===== src/rtl/ecc_log_pkg.sv =====
package ecc_log_pkg;
  typedef enum logic [1:0] {EV_NONE = 2'd0, EV_SBE = 2'd1, EV_MBE = 2'd2} ev_kind_t;

  function automatic ev_kind_t classify(input logic sbe, input logic mbe);
    if (mbe)      return EV_MBE;
    else if (sbe) return EV_SBE;
    else          return EV_NONE;
  endfunction
endpackage


===== src/rtl/ecc_log_capture.sv =====
module ecc_log_capture
  import ecc_log_pkg::*;
#(
  parameter int TAG_W = 19,
  parameter int SYN_W = 8
) (
  input  logic             clk,
  input  logic             rst_n,
  input  logic             sbe_evt,
  input  logic             mbe_evt,
  input  logic [TAG_W-1:0] evt_tag,
  input  logic [SYN_W-1:0] evt_syn,
  input  logic             clr_sbe,
  input  logic             clr_mbe,
  output logic             sbe_flag,
  output logic             mbe_flag,
  output logic [TAG_W-1:0] log_tag,
  output logic [SYN_W-1:0] log_syn
);
  ev_kind_t   kind;
  logic       armed;
  logic       capture;
  logic       sbe_d, mbe_d;

  always_comb begin
    kind    = classify(sbe_evt, mbe_evt);
    armed   = !sbe_flag && !mbe_flag;
    capture = armed && (kind != EV_NONE);
    if (capture) begin
      sbe_d = (kind == EV_SBE);
      mbe_d = (kind == EV_MBE);
    end else begin
      sbe_d = sbe_flag && !clr_sbe;
      mbe_d = mbe_flag && !clr_mbe;
    end
  end

  always_ff @(posedge clk or negedge rst_n) begin
    if (!rst_n) begin
      sbe_flag <= 1'b0;
      mbe_flag <= 1'b0;
    end else begin
      sbe_flag <= sbe_d;
      mbe_flag <= mbe_d;
    end
  end

  always_ff @(posedge clk or negedge rst_n) begin
    if (!rst_n) begin
      log_tag <= '0;
      log_syn <= '0;
    end else if (capture) begin
      log_tag <= evt_tag;
      log_syn <= evt_syn;
    end
  end
endmodule


===== src/rtl/ecc_log_ctrl.sv =====
module ecc_log_ctrl (
  input  logic clk,
  input  logic rst_n,
  input  logic wr_en,
  input  logic wr_scrub_dis,
  input  logic wr_serr_en,
  input  logic wr_nmi_en,
  output logic scrub_dis,
  output logic serr_en,
  output logic nmi_en
);
  logic scrub_dis_d, serr_en_d, nmi_en_d;

  always_comb begin
    scrub_dis_d = scrub_dis;
    serr_en_d   = serr_en;
    nmi_en_d    = nmi_en;
    if (wr_en) begin
      scrub_dis_d = wr_scrub_dis;
      serr_en_d   = wr_serr_en;
      nmi_en_d    = wr_nmi_en;
    end
  end

  always_ff @(posedge clk or negedge rst_n) begin
    if (!rst_n) begin
      scrub_dis <= 1'b0;
      serr_en   <= 1'b0;
      nmi_en    <= 1'b0;
    end else begin
      scrub_dis <= scrub_dis_d;
      serr_en   <= serr_en_d;
      nmi_en    <= nmi_en_d;
    end
  end
endmodule


===== src/rtl/ecc_log_scrub.sv =====
module ecc_log_scrub
  import ecc_log_pkg::*;
#(
  parameter int TAG_W = 19
) (
  input  logic             clk,
  input  logic             rst_n,
  input  logic             sbe_evt,
  input  logic             mbe_evt,
  input  logic             scrub_dis,
  input  logic [TAG_W-1:0] evt_tag,
  output logic             scrub_req,
  output logic [TAG_W-1:0] scrub_addr
);
  logic fire;

  always_comb fire = (classify(sbe_evt, mbe_evt) == EV_SBE) && !scrub_dis;

  always_ff @(posedge clk or negedge rst_n) begin
    if (!rst_n) scrub_req <= 1'b0;
    else        scrub_req <= fire;
  end

  always_ff @(posedge clk or negedge rst_n) begin
    if (!rst_n)    scrub_addr <= '0;
    else if (fire) scrub_addr <= evt_tag;
  end
endmodule


===== src/rtl/ecc_err_log.sv =====
module ecc_err_log #(
  parameter int ADDR_W = 32,
  parameter int TAG_W  = 19,
  parameter int SYN_W  = 8,
  localparam int REG_W = 4 + SYN_W + TAG_W + 1
) (
  input  logic              clk,
  input  logic              rst_n,
  input  logic              sbe_evt,
  input  logic              mbe_evt,
  input  logic [ADDR_W-1:0] evt_addr,
  input  logic [SYN_W-1:0]  evt_syn,
  input  logic              reg_wr_en,
  input  logic [REG_W-1:0]  reg_wdata,
  output logic [REG_W-1:0]  reg_rdata,
  output logic              nmi_req,
  output logic              serr_req,
  output logic              scrub_req,
  output logic [TAG_W-1:0]  scrub_addr
);
  localparam int SBE_BIT  = 0;
  localparam int MBE_BIT  = 1;
  localparam int NMI_BIT  = 2;
  localparam int SERR_BIT = 3;
  localparam int SYN_LSB  = 4;
  localparam int TAG_LSB  = SYN_LSB + SYN_W;
  localparam int DIS_BIT  = TAG_LSB + TAG_W;

  logic [TAG_W-1:0] evt_tag;
  logic             sbe_flag, mbe_flag;
  logic [TAG_W-1:0] log_tag;
  logic [SYN_W-1:0] log_syn;
  logic             scrub_dis, serr_en, nmi_en;
  logic             clr_sbe, clr_mbe;
  logic             unused_bits;

  assign evt_tag     = evt_addr[ADDR_W-1 -: TAG_W];
  assign clr_sbe     = reg_wr_en && reg_wdata[SBE_BIT];
  assign clr_mbe     = reg_wr_en && reg_wdata[MBE_BIT];
  assign unused_bits = ^{reg_wdata[DIS_BIT-1:SYN_LSB], evt_addr[ADDR_W-TAG_W-1:0]};

  ecc_log_capture #(.TAG_W(TAG_W), .SYN_W(SYN_W)) u_capture (
    .clk(clk), .rst_n(rst_n), .sbe_evt(sbe_evt), .mbe_evt(mbe_evt),
    .evt_tag(evt_tag), .evt_syn(evt_syn), .clr_sbe(clr_sbe), .clr_mbe(clr_mbe),
    .sbe_flag(sbe_flag), .mbe_flag(mbe_flag), .log_tag(log_tag), .log_syn(log_syn)
  );

  ecc_log_ctrl u_ctrl (
    .clk(clk), .rst_n(rst_n), .wr_en(reg_wr_en),
    .wr_scrub_dis(reg_wdata[DIS_BIT]), .wr_serr_en(reg_wdata[SERR_BIT]),
    .wr_nmi_en(reg_wdata[NMI_BIT]),
    .scrub_dis(scrub_dis), .serr_en(serr_en), .nmi_en(nmi_en)
  );

  ecc_log_scrub #(.TAG_W(TAG_W)) u_scrub (
    .clk(clk), .rst_n(rst_n), .sbe_evt(sbe_evt), .mbe_evt(mbe_evt),
    .scrub_dis(scrub_dis), .evt_tag(evt_tag),
    .scrub_req(scrub_req), .scrub_addr(scrub_addr)
  );

  always_comb begin
    reg_rdata                         = '0;
    reg_rdata[DIS_BIT]                = scrub_dis;
    reg_rdata[DIS_BIT-1:TAG_LSB]      = log_tag;
    reg_rdata[TAG_LSB-1:SYN_LSB]      = log_syn;
    reg_rdata[SERR_BIT]               = serr_en;
    reg_rdata[NMI_BIT]                = nmi_en;
    reg_rdata[MBE_BIT]                = mbe_flag;
    reg_rdata[SBE_BIT]                = sbe_flag;
    nmi_req                           = sbe_flag && nmi_en;
    serr_req                          = mbe_flag && serr_en;
  end
endmodule


===== config.mk =====
export PLATFORM = sky130hd
export DESIGN_NAME = ecc_err_log
export DESIGN_NICKNAME = d
export VERILOG_FILES = /design/src/rtl/ecc_log_pkg.sv /design/src/rtl/ecc_log_capture.sv /design/src/rtl/ecc_log_ctrl.sv /design/src/rtl/ecc_log_scrub.sv /design/src/rtl/ecc_err_log.sv
export SDC_FILE = /design/constraint.sdc
export NUM_CORES = 1
export LEC_CHECK = 0
export BUFFER_PORTS_ARGS = -buffer_cell sky130_fd_sc_hd__buf_2
export CAP_MARGIN = 20
export CORE_AREA = 2 2 79 81
export DETAILED_ROUTE_END_ITERATION = 12
export DIE_AREA = 0 0 81 83
export GPL_ROUTABILITY_DRIVEN = 0
export GPL_TIMING_DRIVEN = 0
export HOLD_SLACK_MARGIN = 0.03
export PLACE_DENSITY_LB_ADDON = 0.25
export SLEW_MARGIN = 20
export SYNTH_ARGS = -nofsm -noshare
export SYNTH_HDL_FRONTEND = slang
export SYNTH_SLANG_ARGS = --single-unit

===== constraint.sdc =====
create_clock -name clk -period 2 [get_ports clk]
set_clock_uncertainty 0.05 [all_clocks]
set_input_delay 0.1 -clock clk [delete_from_list [all_inputs] [get_ports clk]]
set_output_delay 0.1 -clock clk [all_outputs]
set_load 0.02 [all_outputs]

Word level (Yosys, flattened, before mapping). Cells that the tools add are included. W data, S select, Z words.

Latch bits: 0. Memories kept: 0. Logic and storage cells: 30. ROM bits: 0. Memory bits (writable): 0. Bits of input ports: 77. Register bits: 52. Output and inout bits: 54.

Bitwise gates (word level): 0. Divide/modulo/power cells: 0. Reductions and logical operators: 15. Add/subtract/negate cells: 0. Equal/unequal tests: 2. Shifts and indexed selects: 0. $mul: 0. $lt $le $gt $ge: 0. Multiplexer cells: 4.

Operators with widths (count): $logic_and A1 B1 Y1 (9); $logic_not A1 Y1 (5); $mux W1 (3); $eq A2 B1 Y1 const B (1); $eq A2 B2 Y1 const B (1); $mux W2 (1); $reduce_bool A2 Y1 (1).

Longest topological paths before layout. Gate-level depths: netlist of run 1.

Depth in word-level cells: 5. Mapped depth: 4. Gate-level depth less buffers: 3.

Hierarchy. From an unflattened synthesis of run 1, not the netlist that was laid out.

Cells, all modules: 122. Area, all modules: 2033.2 µm².

Modules (own cells, without submodules): ecc_log_capture (area an instance 1106.1 µm², cells an instance 65, times used 1, seq. area each 725.7 µm²); ecc_log_scrub (area an instance 755.7 µm², cells an instance 42, times used 1, seq. area each 500.5 µm²); ecc_log_ctrl (area an instance 108.9 µm², cells an instance 6, times used 1, seq. area each 75.1 µm²); ecc_err_log (area an instance 62.6 µm², cells an instance 9, times used 1, seq. area each 0.0 µm²).

Worst setup path before layout of run 1. OpenSTA, ideal clock, no wires.

Path kind: reg2reg. Start: register u_capture.mbe_flag. End: register u_capture.log_syn[0]. Setup time: 0.125 ns. Buffers on the path: 1. Cell stages (with the launch flop): 4. Slack: 0.506 ns. Clock period less this slack: 1.494 ns. Required time: 1.825 ns. Arrival time: 1.320 ns. Path through: dfrtp_1 -> nor3_4 -> buf_6 -> mux2_2.

Longest elaborated chain between the ends: 3.

RTL lines: start, declared (RTL line ecc_log_capture.sv:16) `output logic mbe_flag,`; start signal, assigned (RTL line ecc_log_capture.sv:44) `mbe_flag <= mbe_d;`; $logic_not A1 Y1 (RTL line ecc_log_capture.sv:27) `armed = !sbe_flag && !mbe_flag;`; $logic_and A1 B1 Y1 (RTL line ecc_log_capture.sv:27); $logic_and A1 B1 Y1 (RTL line ecc_log_capture.sv:28) `capture = armed && (kind != EV_NONE);`; end signal, assigned (RTL line ecc_log_capture.sv:54) `log_syn <= evt_syn;`; end, declared (RTL line ecc_log_capture.sv:18) `output logic [SYN_W-1:0] log_syn`.

No other way between the ends. A chain may end at the register's enable or synchronous reset.

Worst setup path in the final report of run 1.
Start: register u_capture.mbe_flag. End: register u_capture.log_tag[7].

Longest elaborated chain between the ends: 3.

RTL lines: $logic_not A1 Y1 (RTL line ecc_log_capture.sv:27); $logic_and A1 B1 Y1 (RTL line ecc_log_capture.sv:27); $logic_and A1 B1 Y1 (RTL line ecc_log_capture.sv:28); end signal, assigned (RTL line ecc_log_capture.sv:53) `log_tag <= evt_tag;`; end, declared (RTL line ecc_log_capture.sv:17) `output logic [TAG_W-1:0] log_tag,`.

No other way between the ends.

==> flow_metrics.py, run 1 <==
metrics = {
    "timing": {
        "hold_violations": 0,
        "rsz0062_at_grt": "no",
        "max_freq_ghz": 0.593,
        "slew_violations": 0,
        "fin_ws_ns": 0.313,
        "min_period_ns": 1.69,
        "finalCritPeriodShare_pct": 84.3,
        "whs_ns": 0.0747,
        "tightest_slew_ns": 0.636,
        "slew_headroom_pct": 57.6,
        "tns_ns": 0,
        "setup_viol": 0,
    },
    "logic_synthesis": {
        "ys_seq_elements": 52,
        "syn_nets": 198,
        "synth_top_area_share_pct": 65.1,
        "ys_top_cells_by_count": "52 x dfrtp_1, 47 x mux2_2, 5 x buf_4",
        "synth_async_sr_flop_share_pct": 100,
        "yosysUniqueCellTypes": 14,
        "syn_inst": 121,
        "yosysMostFrequentCell": "dfrtp_1",
        "synthTopCellsByArea": "dfrtp_1 65%, mux2_2 26%, buf_4 1.9%",
        "syn_area_sq_mm": 0.00200,
        "ys_warn_count": 0,
        "seq_area_frac_synth_pct": 65.1,
        "ys.flop_type": "dfrtp_1",
        "synth_area_per_cell_sq_um": 16.5,
        "synth_top_area_cell": "dfrtp_1",
        "synth_edf_count": 0,
    },
    "cts": {
        "cts.root.buffer_cell": "clkbuf_8",
        "clkSinkCount": 52,
        "cts_tree": "built",
        "ctsResizeCount": 0,
        "cts_buffers": 5,
        "clkTransAtPathRegs_ns": 0.09,
        "cts.path.max_buffers": 2,
        "htreeDepth": 2,
        "worstSkewPairLatency_ns": 0.30,
    },
    "min_path": {
        "holdPathEnd": "u_ctrl.scrub_dis$_DFFE_PN0P_",
        "hold_path_startpoint": "reg_wr_en",
        "min_path_type": "in2reg",
        "hold_path_depth": 2,
    },
    "global_route": {
        "grt_pass1_vias": 1501,
        "grt_pass1_wl_mm": 7.04,
        "antenna_found_initial": 0,
        "grt_usage_pct": 13.5,
        "grt_overflow": 0,
        "grt_max_degree": 53,
    },
    "setup_path": {
        "path_buf_inv": 1,
        "rr_worst_depth": 3,
        "crit_path_end_kind": "register",
        "r2r_setup_slack_ns": 0.31,
        "startpoint_type": "register",
        "r2r-start": "u_capture.mbe_flag$_DFF_PN0_",
        "max_stage_delay_ns": 0.49,
        "cp_data_arrival_time_ns": 1.83,
        "crit_family": "simple AND/OR/NAND/NOR gates",
        "critPathKind": "reg2reg",
        "worstSetupPathDepth": 3,
        "cp_max_fo": 10,
        "worstReg2RegEnd": "u_capture.log_tag[7]$_DFFE_PN0P_",
        "crit_chain": "nor3_4 -> buf_6 -> mux2_2",
        "crit_required_ns": 2.14,
        "crit_slowest_cell": "nor3_4",
    },
    "finish": {
        "syn2layout_area_growth_pct": 50.3,
        "drive_above_1_share_pct": 61.0,
        "antenna_cells": 0,
        "nNetsFinal": 330,
    },
    "routing": {
        "drtPass1Iterations": 2,
        "wl_met1_mm": 1.98,
        "wl_met3_um": 385,
        "vias_per_cell": 4.43,
        "top_layer": "met4",
        "wirelength_mm": 4.38,
        "wl_met2_mm": 1.95,
        "ant_nets": 0,
        "drt-initial-drc-count": 33,
        "drc": 0,
        "wl_per_cell_um": 13.3,
        "route.vias.total": 1456,
    },
    "floorplan": {
        "core_sq_mm": 0.00582,
        "chipWidth_um": 81,
        "start_util_pct": 34.4,
        "dieArea_sq_mm": 0.00672,
        "ios": 131,
        "rows": 28,
        "dieHeight_um": 83,
    },
    "pwr": {
        "power_per_cell_area_mw_per_mm2": 1380,
        "peakVddDrop_uv": 596,
        "leakage_nw": 1.43,
        "finalPower_mw": 4.15,
    },
    "place": {
        "dp_hpwl_mm": 2.94,
        "preCtsSetupSlack_ns": 0.247,
        "io_buffers": 90,
    },
    "outcome": {
        "outcome": "finished clean",
    },
    "flow_run": {
        "max-cap-violations": 0,
    },
}
## metrics by stage
stage,instance area (sq um),utilization [%],instances
2_1_floorplan,2000,-,121
3_3_place_gp,2540,43.7,286
3_5_place_dp,2540,43.8,286
4_1_cts,3000,51.6,329
5_1_grt,3000,51.6,329
6_report,3000,51.6,329
## sequential cells by signal (all words and copies together) (netlist names)
name	cells
u_capture.mbe_flag	1
u_scrub.scrub_addr	19
u_scrub.scrub_req	1
u_capture.log_syn	8
u_ctrl.serr_en	1
u_ctrl.scrub_dis	1
u_capture.log_tag	19
u_capture.sbe_flag	1
u_ctrl.nmi_en	1
## cells in the final DEF, fill, tap and decap left out, types with 2 or more instances in the layout
cell	n
nor3b_1	2
mux2_2	47
buf_4	6
dfrtp_1	52
buf_2	91
mux2_1	2
and2_1	2
buf_6	2
clkbuf_8	5
a31oi_1	2
dlygate4sd3_1	35
## routing by layer
metal	up-vias	track usage, %
met5	-	0
met4	0	4.31
met3	9	5.33
met2	68	21.2
met1	692	16.8
li1	687	-
## what timing repair did
item                      4_1_cts  5_1_grt
setup buffers                   0        0
hold buffers                   35        0
hold endpoints to repair      103        0
## how the worst max path moves through the flow
stage	startpoint	to
after detailed placement	u_capture.mbe_flag$_DFF_PN0_	u_capture.log_tag[7]$_DFFE_PN0P_
after CTS	u_capture.mbe_flag$_DFF_PN0_	u_capture.log_tag[12]$_DFFE_PN0P_
after floorplan	u_capture.mbe_flag$_DFF_PN0_	u_capture.log_syn[0]$_DFFE_PN0P_
after global routing	u_capture.mbe_flag$_DFF_PN0_	u_capture.log_tag[12]$_DFFE_PN0P_
final	u_capture.mbe_flag$_DFF_PN0_	u_capture.log_tag[7]$_DFFE_PN0P_
after global placement	u_capture.mbe_flag$_DFF_PN0_	u_capture.log_tag[11]$_DFFE_PN0P_
## report_power, final
part           switching [mW]  total [mW]  internal, mW
registers               0.211        1.66          1.45
logic                   0.958        1.79         0.827
clock network           0.328       0.700         0.372
total                    1.50        4.15          2.65
## area by class of cell
type	count	area (sq um)
fillers	498	2810
flip-flops and latches	52	1300
repair buffers	125	803
multi-input cells	59	623
well taps	75	93.8
clock buffers	6	72.6
plain buffers	9	70.1
clock inverters	2	35.0
inverters	1	3.75
## cell families after synthesis
kind of cell | Yosys count | synth area share, %
buffers and inverters | 10 | 3.69
muxes | 49 | 27.6
and+or+nand+nor | 7 | 2.69
AOI/OAI and AO/OA | 3 | 0.876
DFF | 52 | 65.1
(Power assumes the default switching activity.)
==> inputs of run 2 (changes only) <==
- clock period: 2 -> 1.6 ns (I/O delays scaled with it)
==> flow_metrics.py, run 2 (same netlist as run 1, synthesis figures left out) <==
metrics = {
    "global_route": {
        "grt_overflow": 0,
        "use_met3_pct": 5.22,
        "grt_max_degree": 53,
        "grt.busiest_layer": "met2",
        "grt_pass1_wl_mm": 7.12,
        "gr-usage-met2_pct": 21.6,
        "grt_pass1_vias": 1505,
        "gr-usage-met1_pct": 17.3,
        "grt_usage_pct": 13.6,
        "antenna_found_initial": 0,
    },
    "finish": {
        "drive_above_1_share_pct": 62.1,
        "syn2layout_area_growth_pct": 51.3,
        "antenna_cells": 0,
        "fin_util_pct": 52.0,
        "layout.cells.most_common": "buf_2",
        "final_cell_mix": "91 x buf_2, 51 x dfrtp_1, 47 x mux2_2",
        "nNetsFinal": 332,
        "finish.instance_area_sq_mm": 0.00302,
        "fin_cells": 331,
        "top_regs": "u_capture.log_tag: 19 flops, u_scrub.scrub_addr: 19 flops, u_capture.log_syn: 8 flops",
    },
    "min_path": {
        "min_path_type": "in2reg",
    },
    "setup_path": {
        "endpoint": "u_capture.sbe_flag$_DFF_PN0_",
        "cp_max_fo": 6,
        "startpoint": "u_capture.mbe_flag$_DFF_PN0_",
        "crit_chain": "nor3b_2 -> nor2_1 -> a31oi_1 -> dlygate4sd3_1",
        "crit_required_ns": 1.79,
        "worstReg2RegEnd": "u_capture.sbe_flag$_DFF_PN0_",
        "path_buf_inv": 1,
        "crit_path_end_kind": "register",
        "rr_worst_depth": 4,
        "worstSetupPathDepth": 4,
        "cp_data_arrival_time_ns": 1.67,
        "r2r-start": "u_capture.mbe_flag$_DFF_PN0_",
        "crit_family": "buffers and inverters",
        "max_stage_delay_ns": 0.55,
        "crit_slowest_cell": "dlygate4sd3_1",
        "r2r_setup_slack_ns": 0.12,
        "startpoint_type": "register",
        "critPathKind": "reg2reg",
    },
    "timing": {
        "slew_violations": 0,
        "min_period_ns": 1.48,
        "finalCritPeriodShare_pct": 92.8,
        "hold_violations": 0,
        "fin_ws_ns": 0.115,
        "setup_viol": 0,
        "tns_ns": 0,
        "whs_ns": 0.0544,
        "max_freq_ghz": 0.673,
        "slew_headroom_pct": 57.6,
        "rsz0062_at_grt": "no",
        "tightest_slew_ns": 0.635,
    },
    "cts": {
        "cts.root.buffer_cell": "clkbuf_8",
        "cts_tree": "built",
        "cts_buffers": 5,
        "clkSinkCount": 52,
        "cts.path.max_buffers": 2,
        "htreeDepth": 2,
        "clkTransAtPathRegs_ns": 0.09,
        "worstSkewPairLatency_ns": 0.30,
    },
    "routing": {
        "route.vias.total": 1469,
        "vias_per_cell": 4.44,
        "wirelength_mm": 4.45,
        "wl_per_cell_um": 13.4,
        "drt-initial-drc-count": 41,
        "drc": 0,
        "drtPass1Iterations": 2,
        "ant_nets": 0,
    },
    "pwr": {
        "p_sw_share_pct": 36.2,
        "power_frac_seq_pct": 39.9,
        "leakage_nw": 1.44,
        "peakVddDrop_uv": 746,
        "power_per_cell_area_mw_per_mm2": 1730,
        "p_switching_mw": 1.89,
        "power_frac_comb_pct": 43.3,
        "finalPower_mw": 5.23,
        "internal_power_mw": 3.34,
        "p_clk_share_pct": 16.8,
    },
    "floorplan": {
        "dieHeight_um": 83,
        "ios": 131,
        "chipWidth_um": 81,
        "start_util_pct": 34.4,
        "core_sq_mm": 0.00582,
        "dieArea_sq_mm": 0.00672,
        "rows": 28,
    },
    "place": {
        "preCtsSetupSlack_ns": -0.153,
        "place_inst": 286,
        "placed_area_sq_mm": 0.00254,
        "io_buffers": 90,
        "dp_hpwl_mm": 2.94,
    },
    "outcome": {
        "outcome": "finished clean",
    },
    "flow_run": {
        "max-cap-violations": 0,
    },
}
## run 2: cell count changes in the layout (fill, tap and decap cells not counted)
cell and change:
nor3b_1 -1, buf_4 +2, dfrtp_1 -1, dfrtp_2 +1
nor3b_2 +1
## run 2: final cells by class
cell class              instances  area [sq um]
fillers                       496          2790
flip-flops and latches         52          1300
repair buffers                127           818
multi-input cells              59           628
well taps                      75          93.8
clock buffers                   6          72.6
plain buffers                   9          70.1
clock inverters                 2          35.0
inverters                       1          3.75
## run 2: metal layers
metal  part of all wire (%)  routed length [um]  vias up
li1                       -                   -      691
met1                     46                2030      701
met2                     44                1980       68
met3                    8.7                 385        9
met4                    1.3                  57        0
met5                      0                   0        -
## run 2: power by group through the flow
stage	Combinational, mW	Clock, mW	Sequential [mW]
after floorplan	0.824	0	2.69
after global placement	2.14	0	2.09
after detailed placement	2.17	0	2.10
after CTS	2.29	0.913	2.08
after global routing	2.44	0.960	2.16
final	2.26	0.877	2.08
## run 2: worst min-delay path by stage
stage / from / endpoint / depth (start not counted)
after floorplan: rst_n / u_capture.log_syn[0]$_DFFE_PN0P_ / 0
after global placement: reg_wdata[1] / u_capture.mbe_flag$_DFF_PN0_ / 2
after detailed placement: rst_n / u_capture.log_syn[4]$_DFFE_PN0P_ / 1
after CTS: reg_wr_en / u_ctrl.nmi_en$_DFFE_PN0P_ / 2
after global routing: reg_wr_en / u_ctrl.nmi_en$_DFFE_PN0P_ / 2
final: reg_wr_en / u_ctrl.scrub_dis$_DFFE_PN0P_ / 2
## run 2: repair_timing
action / CTS / global route
resized for setup: 0 / 2
pin swaps: 1 / 0
hold buffers: 35 / 0
endpoints found under the hold margin: 103 / 0
setup endpoints to repair: 20 / 1
setup buffers: 2 / 0
==> inputs of run 3 (changes only) <==
- CORE_AREA: 2 2 79 81 -> 2 2 77 79
- DIE_AREA: 0 0 81 83 -> 0 0 79 81
- clock period: 1.6 -> 1.19 ns (I/O delays scaled with it)
==> flow_metrics.py, run 3 (same netlist as run 1, synthesis figures left out) <==
metrics = {
    "outcome": {
        "outcome": "finished, violations left",
        "violations": "setup timing",
    },
    "min_path": {
        "min_path_type": "in2reg",
        "holdPathEnd": "u_capture.mbe_flag$_DFF_PN0_",
        "hold_path_startpoint": "mbe_evt",
        "hold_path_depth": 3,
    },
    "pwr": {
        "finalPower_mw": 7.75,
        "peakVddDrop_uv": 1050,
        "power_per_cell_area_mw_per_mm2": 2340,
        "leakage_nw": 1.64,
    },
    "timing": {
        "max_freq_ghz": 0.696,
        "tightest_slew_ns": 0.645,
        "slew_headroom_pct": 57.0,
        "finalCritPeriodShare_pct": 121,
        "hold_violations": 0,
        "setup_viol": 49,
        "fin_ws_ns": -0.247,
        "min_period_ns": 1.44,
        "slew_violations": 0,
        "rsz0062_at_grt": "yes",
    },
    "setup_path": {
        "crit_chain": "nor3_4 -> buf_6 -> clkbuf_16 -> mux2_4",
        "cp_max_fo": 5,
        "crit_required_ns": 1.33,
        "crit_path_end_kind": "register",
        "max_stage_delay_ns": 0.43,
        "r2r-start": "u_capture.mbe_flag$_DFF_PN0_",
        "rr_worst_depth": 4,
        "crit_slowest_cell": "dfrtp_2",
        "critPathKind": "reg2reg",
        "worstReg2RegEnd": "u_capture.log_tag[3]$_DFFE_PN0P_",
        "r2r_setup_slack_ns": -0.25,
        "cp_data_arrival_time_ns": 1.58,
        "startpoint_type": "register",
    },
    "cts": {
        "cts_tree": "built",
        "htreeDepth": 2,
        "cts_buffers": 5,
        "worstSkewPairLatency_ns": 0.30,
        "clkSinkCount": 52,
        "cts.path.max_buffers": 2,
        "cts.root.buffer_cell": "clkbuf_8",
        "clkTransAtPathRegs_ns": 0.09,
    },
    "place": {
        "placed_area_sq_mm": 0.00263,
        "place_inst": 286,
        "io_buffers": 90,
    },
    "floorplan": {
        "dieHeight_um": 81,
        "ios": 131,
        "start_util_pct": 35.2,
        "rows": 28,
        "core_sq_mm": 0.00568,
        "dieArea_sq_mm": 0.00640,
        "chipWidth_um": 79,
    },
    "flow_run": {
        "max-cap-violations": 0,
    },
    "finish": {
        "finish.instance_area_sq_mm": 0.00331,
        "antenna_cells": 0,
        "fin_cells": 337,
        "layout.cells.most_common": "buf_2",
        "fin_util_pct": 58.4,
        "top_regs": "u_capture.log_tag: 19 flops, u_scrub.scrub_addr: 19 flops, u_capture.log_syn: 8 flops",
        "drive_above_1_share_pct": 64.9,
        "nNetsFinal": 338,
        "syn2layout_area_growth_pct": 65.7,
        "final_cell_mix": "86 x buf_2, 50 x dfrtp_1, 44 x mux2_4",
        "fill_cells": 467,
    },
    "global_route": {
        "grt_usage_pct": 15.0,
        "antenna_found_initial": 0,
        "grt_overflow": 0,
        "grt_pass1_wl_mm": 7.31,
        "grt_pass1_vias": 1526,
        "grt_max_degree": 53,
    },
    "routing": {
        "drc": 0,
        "wirelength_mm": 5.01,
        "drt-initial-drc-count": 20,
        "vias_per_cell": 4.40,
        "route.vias.total": 1484,
        "drtPass1Iterations": 4,
        "wl_per_cell_um": 14.9,
        "ant_nets": 0,
    },
}
==> run 3: changes by cell type in the layout (fill, tap and decap cells not counted), sizes merged <==
| cell | before | now |
|---|---|---|
| clkinvlp | 0 | 1 |
| clkbuf | 6 | 8 |
| buf | 101 | 107 |
| bufinv | 1 | 0 |
| clkinv | 1 | 0 |
| dlygate4sd3 | 35 | 34 |
==> run 3: worst max-delay path: cells and delay by family, from the launching register on <==
kind	cells	cell delay [ns]
AND/OR/NAND/NOR	1	0.23
multiplexers	1	0.30
flip-flops	1	0.43
buffers and inverters	2	0.33
==> run 3: area by class of cell <==
| cell class | count | area [sq um] | area share (%) |
|---|---|---|---|
| Sequential cell | 52 | 1300 | 39.4 |
| Timing Repair Buffer | 133 | 916 | 27.7 |
| Multi-Input combinational cell | 59 | 802 | 24.2 |
| Buffer | 9 | 98.8 | 2.98 |
| Tap cell | 75 | 93.8 | 2.83 |
| Clock buffer | 7 | 86.3 | 2.61 |
| Clock inverter | 1 | 7.51 | 0.227 |
| Inverter | 1 | 3.75 | 0.113 |
==> run 3: how the worst max path moves through the flow <==
stage | start | endpoint | slack, ns | depth (start not counted)
3_5_place_dp | u_capture.sbe_flag$_DFF_PN0_ | u_capture.log_tag[7]$_DFFE_PN0P_ | -0.53 | 3
4_1_cts | u_capture.sbe_flag$_DFF_PN0_ | u_capture.log_tag[12]$_DFFE_PN0P_ | -0.22 | 4
6_report | u_capture.mbe_flag$_DFF_PN0_ | u_capture.log_tag[3]$_DFFE_PN0P_ | -0.25 | 4
3_3_place_gp | u_capture.sbe_flag$_DFF_PN0_ | u_capture.log_tag[12]$_DFFE_PN0P_ | -0.51 | 3
5_1_grt | u_capture.mbe_flag$_DFF_PN0_ | u_capture.log_tag[8]$_DFFE_PN0P_ | -0.27 | 4
2_1_floorplan | u_capture.sbe_flag$_DFF_PN0_ | u_capture.log_syn[0]$_DFFE_PN0P_ | -0.29 | 3
==> run 3: through the flow <==
step	hold slack, ns	setup WS, ns	TNS, ns
after global routing	0.103	-0.274	-11.74
after detailed placement	0.0843	-0.535	-17.07
after CTS	0.0332	-0.223	-9.52
after floorplan	-0.286	-0.286	-8.50
after global placement	0.204	-0.510	-16.59
final	0.0530	-0.247	-9.66
==> run 3: what timing repair did <==
action,in CTS,in global routing
setup endpoints to repair,50,50
pin swaps,1,1
hold endpoints to repair,103,0
hold buffers,34,0
gates cloned,1,1
gates resized for setup,13,32
setup buffers,5,2
==> run 3: per-layer routing <==
metal  global-route usage [%]  share of wire [%]  routed length [um]  vias to the layer above
li1                         -                  -                   -                      694
met1                     17.5                 41                2060                      738
met2                     27.2                 54                2700                       48
met3                     3.56                3.9                 197                        4
met4                     5.17                1.1                  55                        0
met5                        0                  0                   0                        -
==> run 3: report_power, final <==
group | switching [mW] | internal, mW
Combinational | 1.81 | 2.09
Sequential | 0.376 | 2.45
Clock | 0.554 | 0.473
Total | 2.74 | 5.01
